==> src/rtl/burst_sram_wr.sv <==
module burst_sram_wr #(
  parameter int AW = 6,
  parameter int LW = 9
) (
  input  logic            clk,
  input  logic            rst_n,
  input  logic [AW-1:0]   addr,
  input  logic            lda_cpu_n,
  input  logic            lda_ctl_n,
  input  logic            adv_n,
  input  logic            gw_n,
  input  logic            bwe_n,
  input  logic [1:0]      bw_n,
  input  logic            en0_n,
  input  logic            en1,
  input  logic            en2_n,
  input  logic            oe_n,
  input  logic [2*LW-1:0] wdata,
  output logic [2*LW-1:0] rdata,
  output logic            rdata_oe
);
  localparam int DW    = 2 * LW;
  localparam int DEPTH = 1 << AW;

  logic [DW-1:0] mem [DEPTH];
  logic [AW-1:0] cur, eff;
  logic [1:0]    nxt_lo, lane_req, lane_we;
  logic          active, rd_valid;
  logic [DW-1:0] rd_q;
  logic          sel, strobe, go, rd_en;

  assign sel    = !en0_n && en1 && !en2_n;
  assign strobe = !lda_cpu_n || !lda_ctl_n;
  assign nxt_lo = adv_n ? cur[1:0] : cur[1:0] + 2'd1;
  assign eff    = strobe ? addr : {cur[AW-1:2], nxt_lo};
  assign go     = strobe ? sel : active;

  for (genvar l = 0; l < 2; l++) begin : g_lane
    assign lane_req[l] = !gw_n || (!bwe_n && !bw_n[l]);
  end

  assign lane_we  = (go && lda_cpu_n) ? lane_req : 2'b00;
  assign rd_en    = go && (lane_we == 2'b00);
  assign rdata    = rd_q;
  assign rdata_oe = !oe_n && rd_valid;

  always_ff @(posedge clk or negedge rst_n) begin
    if (!rst_n) begin
      active   <= 1'b0;
      cur      <= '0;
      rd_valid <= 1'b0;
      rd_q     <= '0;
      for (int i = 0; i < DEPTH; i++) mem[i] <= '0;
    end else begin
      if (strobe) active <= sel;
      if (go) cur <= eff;
      rd_valid <= rd_en;
      if (rd_en) rd_q <= mem[eff];
      for (int l = 0; l < 2; l++)
        if (lane_we[l]) mem[eff][l*LW +: LW] <= wdata[l*LW +: LW];
    end
  end
endmodule

==> config.mk <==
export PLATFORM = sky130hd
export DESIGN_NAME = burst_sram_wr
export DESIGN_NICKNAME = d
export VERILOG_FILES = /design/src/rtl/burst_sram_wr.sv
export SDC_FILE = /design/constraint.sdc
export NUM_CORES = 2
export LEC_CHECK = 0
export ABC_CLOCK_PERIOD_IN_PS = 8300
export CORE_ASPECT_RATIO = 1.4
export CORE_MARGIN = 2
export CORE_UTILIZATION = 30
export DETAILED_ROUTE_END_ITERATION = 6
export SYNTH_ARGS = -nofsm -noshare
export SYNTH_HDL_FRONTEND = slang
export SYNTH_SLANG_ARGS = --single-unit
==> constraint.sdc <==
create_clock -name clk -period 8.3 [get_ports clk]
set_clock_uncertainty 0.1 [all_clocks]
set_input_delay 2.49 -clock clk [delete_from_list [all_inputs] [get_ports clk]]
set_output_delay 2.49 -clock clk [all_outputs]
set_load 0.05 [all_outputs]
==> metrics.yaml <==
critical_path:
  required_ns: 8.82
  worstSetupPathType: "in -> reg"
  crit_fanout: 33
  arrival_ns: 7.06
  start_kind: "input port"
  end_kind: "flop"
synthesis:
  syn-num-nets: 3829
  synth_enable_flop_cells: 0
  synth_flop_cell: "dfrtp_1"
  syn_inst: 3792
  async_reset_ff_share_pct: 100
  yosysWarningCount: 0
  yosysSeqAreaShare_pct: 56.0
  avgSynthCellArea_sq_um: 13.9
  synthDistinctLibCells: 72
  synthesis.area_sq_um: 52600
  ys_ff_latch: 1178
route:
  route.detailed.drc: 0
  postRouteAntennaNets: 0
  drt-initial-drc-count: 2768
  top_layer_used: "met5"
  postRouteWirelength_microns: 164000
  wl_met1_microns: 67300
  drt-wirelength-per-cell_microns: 26.6
  drtPass1Iterations: 6
  met2_length_microns: 79500
  wl_met3_microns: 8300
  vias_per_cell: 5.49
  vias: 33761
clock_network:
  cts_sinks: 1178
  clk_pin_slew_ns: 0.06
  post-cts-setup-buffers: 0
  numCtsBuffers: 113
  cts_resized: 0
  clock_latency_ns: 0.75
  cts_buffer_depth: 3
  postCtsHoldBufs: 0
  h-tree-depth: 3
  cts_tree: "yes"
  clock-root-buffer: "clkbuf_16"
placement:
  postPlaceCellArea_sq_um: 55700
  routabilityCongestion: 0.856
  dpl.hpwl_microns: 103000
  portBuffers: 55
  dp.cells: 5938
cells_and_area:
  seq_area_sq_um: 29500
  final_cells: 6148
  drive_gt1_share_pct: 42.6
  finalInstanceArea_sq_um: 59600
  fin_nets: 3803
  multi_input_area_sq_um: 22000
  fill_cells: 17024
  area_growth_pct: 13.2
pwr:
  power.switching_mw: 3.38
  p_per_area_nw_per_um2: 215
  clock_power_share_pct: 42.6
  sequentialPowerShare_pct: 47.4
  power_leakage_nw: 27.0
  pwr-share-comb_pct: 10.0
  ir_drop_mv: 0.183
  netSwitchingFraction_pct: 26.4
  p_int_mw: 9.42
floorplanning:
  die_w_microns: 358
  initial_core_util_pct: 30.3
  core_sq_um: 174000
  dieArea_sq_um: 179000
  die_y_microns: 500
  top_level_ports: 56
  rows: 181
grt:
  grt_pass1_vias: 35026
  grt_pass1_wl_microns: 243000
  grt_antenna_before_repair: 7
  grt_max_degree: 188
  grtUsageTotal_pct: 18.2
  gr-total-overflow: 0
flow_run:
  max-cap-violations: 0
timing:
  hold_slack_ns: 0.388
  worst_pin_slew_ns: 1.33
  hold_viol: 0
  drv_slew: 0
  slew_headroom_pct: 11.2
  fin_crit_ns: 6.54
  max_freq_mhz: 153
  setup_viol: 0
  period_share_pct: 78.8
  rsz0062_at_grt: "false"
  finalSetupTns_ns: 0
hold_path:
  hold_path.class: "reg -> reg"
status:
  status: "finished clean"
-- power groups by stage --
stage	sequential, mW	combinational, mW	clock (mW)
6_report	6.07	1.28	5.45
5_1_grt	6.09	1.34	5.77
4_1_cts	6.07	1.28	5.54
3_5_place_dp	6.17	1.27	0
3_3_place_gp	6.17	1.26	0
2_1_floorplan	6.19	0.608	0
-- per-layer routing --
layer  global-route usage (%)  up-vias
met3                     2.72      325
met1                     22.9    18255
met5                        0        -
met4                     9.35        6
met2                     30.1     1001
li1                         -    14174
-- cell usage in the layout (no fill, tap or decap), drive strengths merged, types with 87 or more instances in the layout --
cell type	netlist	routed
nor2	170	170
buf	128	108
a221oi	99	99
nand2	138	138
a22oi	187	187
a31oi	87	87
clkbuf	157	170
mux2	1153	1153
dfrtp	1178	1178
mux2i	91	91
-- cells by family (layout without fill, tap and decap cells) --
| kind of cell | after synthesis | after routing | synth area share, % |
|---|---|---|---|
| other cells | 0 | 1 | 0 |
| xor+xnor | 3 | 3 | 0.0927 |
| compound gates | 695 | 695 | 10.2 |
| buf+inv | 287 | 355 | 2.47 |
| mux | 1258 | 1258 | 27.0 |
| flops | 1178 | 1178 | 56.0 |
| simple gates | 371 | 371 | 4.27 |
-- synth_stat cells (all sizes together) (2+ instances only) --
library cell | count | area share, %
nor2 | 170 | 2.4
a41oi | 11 | 0.18
a31o | 7 | 0.12
nor3 | 2 | 0.019
buf | 128 | 1.3
and3 | 11 | 0.13
a21oi | 68 | 0.65
nand2b | 5 | 0.064
a41o | 2 | 0.038
a221o | 8 | 0.15
o221ai | 15 | 0.25
o21ai | 22 | 0.21
nor4 | 13 | 0.15
a2bb2oi | 3 | 0.050
and2 | 5 | 0.059
a31oi | 87 | 1.0
a221oi | 99 | 1.7
o2bb2ai | 5 | 0.083
o31ai | 4 | 0.057
mux4 | 14 | 0.60
a22oi | 187 | 2.7
a21o | 5 | 0.071
o32a | 2 | 0.062
mux2i | 91 | 1.7
a32o | 19 | 0.36
a22o | 72 | 1.2
o22a | 3 | 0.050
clkbuf | 157 | 1.1
xor2 | 2 | 0.062
dfrtp | 1178 | 56
inv | 2 | 0.014
a2111oi | 10 | 0.19
a222oi | 21 | 0.40
a21bo | 2 | 0.038
nand2 | 138 | 1.1
nand4 | 3 | 0.036
o21a | 2 | 0.029
o32ai | 2 | 0.033
nand3 | 16 | 0.16
o22ai | 31 | 0.37
a211oi | 3 | 0.043
mux2 | 1153 | 25
-- through the flow --
step           utilization (%)  setup slack (ns)  power, mW
5_1_grt                   34.3              1.73       13.2
4_1_cts                   34.2              1.89       12.9
3_3_place_gp              32.0              1.22       7.42
2_1_floorplan                -              2.53       6.80
6_report                  34.3              1.76       12.8
3_5_place_dp              32.0              1.18       7.45
-- worst paths after layout --
kind	startpoint	endpoint	slack, ns	depth (start not counted)
max	lda_cpu_n	rdata[3]	1.76	10
min	mem[146]	mem[146]	0.39	1
max reg2reg	cur[0]	rdata[13]	3.87	9
min reg2reg	mem[146]	mem[146]	0.39	1
max in group asynchronous	rst_n	mem[809]	4.67	2
min in group asynchronous	rst_n	mem[79]	1.72	1
-- critical path: stages --
cell and delay, ns:
clkdlybuf4s50_1 0.67, nand2_2 0.44, nand2b_1 0.33, o32a_4 0.52, nor2_4 0.31, buf_12 0.29
a221oi_1 0.78, a31oi_1 0.39, nor4_1 0.62, a31oi_1 0.15
-- state kept, by name, summed over array words and instances, names as in the netlist --
signal / count
mem: 1152
cur: 6
active: 1
rdata: 18
rd_valid: 1
-- layout make-up --
class	count	share of cell area [%]
clock inverter	39	0.916
multi-input combinational	2327	36.9
sequential	1178	49.5
antenna	1	0.00420
clock buffer	170	5.65
timing repair buffer	144	2.21
inverter	2	0.0126
tap	2287	4.80
No activity file was read; power rests on OpenSTA's default activity.
